==> src/rtl/dspi_pkg.sv <==
package dspi_pkg;

    typedef enum logic [1:0] {
        OP_INDEX  = 2'd0,
        OP_WRITE  = 2'd1,
        OP_READ   = 2'd2,
        OP_STATUS = 2'd3
    } dspi_op_e;

    typedef enum logic [2:0] {
        ST_IDLE,
        ST_SETUP,
        ST_ISSUE,
        ST_SHIFT,
        ST_HOLD,
        ST_GAP
    } dspi_state_e;

    typedef struct packed {
        dspi_op_e    op;
        logic [7:0]  idx;
        logic [15:0] wd;
        logic        id;
        logic        inv;
    } dspi_req_t;

    localparam logic [4:0] HDR_LEAD = 5'b01110;

    function automatic logic [7:0] hdr_byte(input logic id, input logic sel, input logic dir);
        return {HDR_LEAD, id, sel, dir};
    endfunction

    function automatic logic two_frames(input dspi_op_e op);
        return (op == OP_WRITE) || (op == OP_READ);
    endfunction

    function automatic logic [1:0] last_slot(input dspi_op_e op, input logic frame);
        return (!frame && op == OP_STATUS) ? 2'd3 : 2'd2;
    endfunction

    // Byte to transmit in a given slot of a given frame, before inversion.
    function automatic logic [7:0] slot_byte(input dspi_req_t r, input logic frame,
                                             input logic [1:0] slot);
        logic [7:0] b;
        b = 8'h00;
        if (!frame) begin
            if (slot == 2'd0)
                b = hdr_byte(r.id, 1'b0, r.op == OP_STATUS);
            else if (slot == 2'd2 && r.op != OP_STATUS)
                b = r.idx;
        end else begin
            if (slot == 2'd0)
                b = hdr_byte(r.id, 1'b1, r.op == OP_READ);
            else if (r.op == OP_WRITE)
                b = (slot == 2'd1) ? r.wd[15:8] : r.wd[7:0];
        end
        return b;
    endfunction

endpackage

==> src/rtl/dspi_shifter.sv <==
module dspi_shifter #(
    parameter int HALF_DIV = 25
) (
    input  logic       clk,
    input  logic       rst,
    input  logic       start,
    input  logic [7:0] tx_byte,
    input  logic       miso,
    output logic       sclk,
    output logic       mosi,
    output logic       byte_done,
    output logic [7:0] rx_byte
);
    localparam int CW = (HALF_DIV > 1) ? $clog2(HALF_DIV) : 1;
    localparam logic [CW-1:0] HALF_END = CW'(HALF_DIV - 1);

    logic          active;
    logic          phase_hi;
    logic [2:0]    bit_idx;
    logic [CW-1:0] tmr;
    logic [7:0]    tx_sr;
    logic [7:0]    rx_sr;

    always_ff @(posedge clk) begin
        if (rst) begin
            active    <= 1'b0;
            phase_hi  <= 1'b0;
            bit_idx   <= '0;
            tmr       <= '0;
            tx_sr     <= '0;
            rx_sr     <= '0;
            byte_done <= 1'b0;
        end else begin
            byte_done <= 1'b0;
            if (!active) begin
                if (start) begin
                    active   <= 1'b1;
                    tx_sr    <= tx_byte;
                    bit_idx  <= '0;
                    phase_hi <= 1'b0;
                    tmr      <= '0;
                end
            end else if (tmr == HALF_END) begin
                tmr <= '0;
                if (!phase_hi) begin
                    phase_hi <= 1'b1;
                    rx_sr    <= {rx_sr[6:0], miso};
                end else begin
                    phase_hi <= 1'b0;
                    if (bit_idx == 3'd7) begin
                        active    <= 1'b0;
                        byte_done <= 1'b1;
                    end else begin
                        bit_idx <= bit_idx + 3'd1;
                        tx_sr   <= {tx_sr[6:0], 1'b0};
                    end
                end
            end else begin
                tmr <= tmr + 1'b1;
            end
        end
    end

    assign sclk    = phase_hi;
    assign mosi    = active & tx_sr[7];
    assign rx_byte = rx_sr;

endmodule

==> src/rtl/dspi_sequencer.sv <==
module dspi_sequencer
    import dspi_pkg::*;
#(
    parameter int HALF_DIV = 25
) (
    input  logic        clk,
    input  logic        rst,
    input  logic        req_valid,
    input  dspi_req_t   req,
    input  logic        byte_done,
    input  logic [7:0]  rx_byte,
    output logic        sh_start,
    output logic [7:0]  sh_tx,
    output logic        cs_n,
    output logic        busy,
    output logic        done,
    output logic [15:0] rdata
);
    localparam int TW = $clog2(2 * HALF_DIV + 1);
    localparam logic [TW-1:0] EDGE_END = TW'(HALF_DIV - 1);
    localparam logic [TW-1:0] GAP_END  = TW'(2 * HALF_DIV - 1);

    dspi_state_e   state;
    dspi_req_t     cur;
    logic          frame;
    logic [1:0]    slot;
    logic [TW-1:0] tmr;
    logic [15:0]   res;

    always_ff @(posedge clk) begin
        if (rst) begin
            state <= ST_IDLE;
            cur   <= '0;
            frame <= 1'b0;
            slot  <= '0;
            tmr   <= '0;
            res   <= '0;
            rdata <= '0;
            cs_n  <= 1'b1;
            done  <= 1'b0;
        end else begin
            done <= 1'b0;
            case (state)
                ST_IDLE: begin
                    if (req_valid) begin
                        cur   <= req;
                        frame <= 1'b0;
                        slot  <= '0;
                        tmr   <= '0;
                        cs_n  <= 1'b0;
                        state <= ST_SETUP;
                    end
                end
                ST_SETUP: begin
                    if (tmr == EDGE_END) begin
                        tmr   <= '0;
                        state <= ST_ISSUE;
                    end else begin
                        tmr <= tmr + 1'b1;
                    end
                end
                ST_ISSUE: state <= ST_SHIFT;
                ST_SHIFT: begin
                    if (byte_done) begin
                        if (frame && cur.op == OP_READ) begin
                            if (slot == 2'd1) res[15:8] <= rx_byte;
                            if (slot == 2'd2) res[7:0]  <= rx_byte;
                        end
                        if (!frame && cur.op == OP_STATUS) begin
                            if (slot == 2'd2) res[15:8] <= rx_byte;
                            if (slot == 2'd3) res[7:0]  <= rx_byte;
                        end
                        if (slot == last_slot(cur.op, frame)) begin
                            tmr   <= '0;
                            state <= ST_HOLD;
                        end else begin
                            slot  <= slot + 2'd1;
                            state <= ST_ISSUE;
                        end
                    end
                end
                ST_HOLD: begin
                    if (tmr == EDGE_END) begin
                        tmr   <= '0;
                        cs_n  <= 1'b1;
                        state <= ST_GAP;
                    end else begin
                        tmr <= tmr + 1'b1;
                    end
                end
                ST_GAP: begin
                    if (tmr == GAP_END) begin
                        tmr <= '0;
                        if (!frame && two_frames(cur.op)) begin
                            frame <= 1'b1;
                            slot  <= '0;
                            cs_n  <= 1'b0;
                            state <= ST_SETUP;
                        end else begin
                            done  <= 1'b1;
                            state <= ST_IDLE;
                            if (cur.op == OP_READ || cur.op == OP_STATUS)
                                rdata <= res;
                        end
                    end else begin
                        tmr <= tmr + 1'b1;
                    end
                end
                default: state <= ST_IDLE;
            endcase
        end
    end

    assign busy     = (state != ST_IDLE);
    assign sh_start = (state == ST_ISSUE);
    assign sh_tx    = slot_byte(cur, frame, slot) ^ {8{cur.inv}};

endmodule

==> src/rtl/dspi_reg_master.sv <==
module dspi_reg_master
    import dspi_pkg::*;
#(
    parameter int HALF_DIV = 25
) (
    input  logic        clk,
    input  logic        rst,
    input  logic        req_valid,
    input  logic [1:0]  req_op,
    input  logic [7:0]  req_index,
    input  logic [15:0] req_wdata,
    input  logic        cfg_dev_id,
    input  logic        cfg_invert,
    input  logic        miso,
    output logic        busy,
    output logic        done,
    output logic [15:0] rdata,
    output logic        sclk,
    output logic        mosi,
    output logic        cs_n
);
    dspi_req_t  req;
    logic       sh_start;
    logic [7:0] sh_tx;
    logic       byte_done;
    logic [7:0] rx_byte;

    always_comb begin
        req.op  = dspi_op_e'(req_op);
        req.idx = req_index;
        req.wd  = req_wdata;
        req.id  = cfg_dev_id;
        req.inv = cfg_invert;
    end

    dspi_sequencer #(.HALF_DIV(HALF_DIV)) u_seq (
        .clk       (clk),
        .rst       (rst),
        .req_valid (req_valid),
        .req       (req),
        .byte_done (byte_done),
        .rx_byte   (rx_byte),
        .sh_start  (sh_start),
        .sh_tx     (sh_tx),
        .cs_n      (cs_n),
        .busy      (busy),
        .done      (done),
        .rdata     (rdata)
    );

    dspi_shifter #(.HALF_DIV(HALF_DIV)) u_shift (
        .clk       (clk),
        .rst       (rst),
        .start     (sh_start),
        .tx_byte   (sh_tx),
        .miso      (miso),
        .sclk      (sclk),
        .mosi      (mosi),
        .byte_done (byte_done),
        .rx_byte   (rx_byte)
    );

endmodule

==> config.mk <==
export PLATFORM = sky130hd
export DESIGN_NAME = dspi_reg_master
export DESIGN_NICKNAME = d
export VERILOG_FILES = /design/src/rtl/dspi_pkg.sv /design/src/rtl/dspi_shifter.sv /design/src/rtl/dspi_sequencer.sv /design/src/rtl/dspi_reg_master.sv
export SDC_FILE = /design/constraint.sdc
export NUM_CORES = 1
export LEC_CHECK = 0
export BUFFER_PORTS_ARGS = -buffer_cell sky130_fd_sc_hd__buf_2
export CORE_MARGIN = 2
export CORE_UTILIZATION = 60
export CTS_CLUSTER_SIZE = 12
export DETAILED_ROUTE_END_ITERATION = 16
export GPL_TIMING_DRIVEN = 0
export PLACE_DENSITY = 0.9
export SETUP_SLACK_MARGIN = 0.02
export SLEW_MARGIN = 20
export SYNTH_ARGS = -nofsm -noshare
export SYNTH_HDL_FRONTEND = slang
export SYNTH_SLANG_ARGS = --single-unit
==> constraint.sdc <==
create_clock -name clk -period 5.35 [get_ports clk]
set_clock_uncertainty 0.15 [all_clocks]
set_input_delay 1.07 -clock clk [delete_from_list [all_inputs] [get_ports clk]]
set_output_delay 1.07 -clock clk [all_outputs]
set_load 0.005 [all_outputs]
==> impl_metrics.tcl <==
set metrics [dict create \
    status "completed" \
    cts_resized 0 \
    post_drt_wl_per_cell_microns 15.6 \
    synth_area_sq_um 4680 \
    area_growth_pct 12.2 \
    grt_use_total_pct 27.6 \
    period_needed_ns 2.79 \
    critPathRequiredTime_ns 4.13 \
    worst_setup_path_start_kind "flip-flop" \
    hp-start "u_seq.cur[17]" \
    syn_inst 549 \
    max_freq_ghz 0.358 \
    fin_setup_tns_ns 0 \
    tightestPinTransition_ns 0.704 \
    vdd_drop_max_v 0.000151 \
    layout_setup_ws_ns 2.56 \
    ys_dominant_reg_cell "dfxtp_1" \
    max_slew_margin_pct 52.7 \
    dp_slack_ns 2.64 \
    async_flop_share_pct 0 \
    rsz0062_at_grt "false" \
    hold_buffers 0 \
    clock_path_buffers 2 \
    r2r-start "u_seq.state[1]" \
    grt_pass1_vias 4009 \
    vias 4230 \
    row_count 32 \
    path_class "flip-flop to output port" \
    grt_pass1_wl_microns 18900 \
    final_util_pct 68.7 \
    cts_tree "built" \
    first_pass_iters 5 \
    drt-initial-drc-count 507 \
    start_util_pct 61.2 \
    drt-total-wl_microns 11200 \
    setup_viol 0 \
    worst-r2r-cell-count 7 \
    yosys_warnings 0 \
    antenna_cells 0 \
    reg2reg_to "u_seq.cur[3]" \
    clock_sinks 101 \
    seq_area_frac_synth_pct 43.2 \
    yosysUniqueCellTypes 59 \
    post-route-period-util_pct 52.1 \
    grt_remaining_overflow 0 \
    postCtsSetupBuffers 0 \
    dieArea_sq_um 8520 \
    hold_viol 0 \
    die_height_microns 92.3 \
    routabilityCongestion 0.910 \
    hp-class "flip-flop to flip-flop" \
    cts_inserted_buffers 9 \
    hpwl_microns 7850 \
    postSynthAreaPerCell_sq_um 8.52 \
    viasPerCell 5.89 \
    grt_max_degree 20 \
    cts.reportedPaths.clkPinSlew_ns 0.11 \
    cap_violations 0 \
    antenna_found_initial 0 \
    fin_nets 658 \
    hold_path_end "u_seq.cur[17]" \
    io_buffers 51 \
    slew_violations 0 \
    end_kind "output port" \
    ant_nets 0 \
    h-tree-depth 3 \
    leakage_nw 1.93 \
    synth_nets 596 \
    power.density_nw_per_um2 259 \
    die_w_microns 92.3 \
    synth-seq-cells 101 \
    ios 53 \
    crit_arrival_ns 1.57 \
    synth_edf_count 0 \
    fillCellCount 571 \
    worstHoldPathCells 2 \
    cts-root-buf "clkbuf_8" \
    path_max_fanout 10 \
    startpoint "u_shift.active" \
    r2r_setup_slack_ns 2.91 \
    clkLatencyLatePin_ns 0.37 \
    final_layout_size_suffix_gt1_share_pct 14.0 \
    drc 0 \
    coreArea_sq_um 7650 \
]
[power breakdown]
group | switching (mW) | total (mW) | internal, mW
sequential | 0.0108 | 0.778 | 0.768
combinational | 0.0689 | 0.106 | 0.0374
clock | 0.295 | 0.476 | 0.181
[sequential cells by signal, summed over array words and instances, names as in the netlist, 2 cells and up]
signal,cells
u_seq.cur,28
u_seq.rdata,16
u_seq.res,16
u_seq.slot,2
u_seq.state,3
u_seq.tmr,6
u_shift.bit_idx,3
u_shift.rx_byte,8
u_shift.tmr,5
u_shift.tx_sr,8
[layer usage]
metal	vias up	share of wire [%]	global-route usage (%)
li1	2029	-	-
met1	1970	43	35.9
met2	199	47	45.7
met3	32	7.7	5.45
met4	0	2.3	9.70
met5	-	0	0
[cell type report]
| cell class | instances | area [sq um] | share of cell area [%] |
|---|---|---|---|
| clock inverters | 7 | 66.3 | 1.26 |
| multi-input cells | 397 | 2440 | 46.5 |
| flip-flops and latches | 101 | 2020 | 38.5 |
| repair buffers | 51 | 255 | 4.86 |
| plain buffers | 35 | 156 | 2.98 |
| clock buffers | 9 | 124 | 2.36 |
| well taps | 102 | 128 | 2.43 |
| inverters | 16 | 60.1 | 1.14 |
[logic make-up (layout without fill, tap and decap cells)]
group	after synthesis	in the layout	share of synthesized area [%]
buffers and inverters	51	118	4.63
multiplexers	49	49	10.6
AO/OA/AOI/OAI	108	108	14.5
flip-flops	101	101	43.2
adder cells (fa/ha/maj)	15	15	4.01
XOR/XNOR	8	8	1.50
AND/OR/NAND/NOR	217	217	21.6
[cells in the mapped netlist, types with 5 or more instances]
master | number | area [sq um]
mux2i_1 | 46 | 460
inv_1 | 15 | 56.3
nand3_1 | 15 | 75.1
ha_1 | 15 | 188
dfxtp_1 | 101 | 2020
buf_2 | 5 | 25.0
o22ai_1 | 7 | 43.8
o21ai_0 | 11 | 55.1
xnor2_1 | 5 | 43.8
nor3_1 | 12 | 60.1
nor2_1 | 68 | 255
a21oi_1 | 52 | 260
nand2_1 | 83 | 312
clkbuf_1 | 24 | 90.1
[per-stage QoR]
step / hold slack (ns) / std cells / cell area, sq um / total power, mW
after floorplan: 0.283 / 549 / 4680 / 0.861
after global placement: 0.294 / 702 / 5060 / 0.894
after detailed placement: 0.299 / 702 / 5060 / 0.899
after CTS: 0.313 / 718 / 5250 / 1.36
after global routing: 0.322 / 718 / 5250 / 1.41
final: 0.317 / 718 / 5250 / 1.36
[how the worst max path moves through the flow]
stage | end | slack [ns]
3_3_place_gp | u_shift.tx_sr[6] | 2.68
3_5_place_dp | u_shift.rx_byte[0] | 2.64
2_1_floorplan | u_shift.tx_sr[3] | 3.10
4_1_cts | mosi | 2.57
5_1_grt | busy | 2.43
6_report | mosi | 2.56
[cell usage in the layout, fill, tap and decap left out, drive strengths merged, types with 2 or more instances in the layout]
master,synthesis,routed
a211o,2,2
a211oi,4,4
a21o,4,4
a21oi,52,52
a311oi,4,4
a31oi,3,3
a32o,3,3
a32oi,3,3
a41oi,2,2
and2,3,3
and3b,2,2
buf,11,62
clkbuf,24,33
clkinv,1,5
dfxtp,101,101
ha,15,15
inv,15,18
mux2,3,3
mux2i,46,46
nand2,83,83
nand2b,4,4
nand3,16,16
nand3b,2,2
nand4b,2,2
nor2,70,70
nor2b,4,4
nor3,12,12
nor3b,5,5
nor4,5,5
nor4b,2,2
o21ai,11,11
o22ai,7,7
o311ai,3,3
or4,2,2
xnor2,5,5
xor2,3,3
[worst max-delay path: stages (launching register included)]
cell	delay [ns]
dfxtp_1	0.34
buf_2	0.22
buf_1	0.35
and2_1	0.18
buf_2	0.10
No activity file was read; power rests on OpenSTA's default activity.
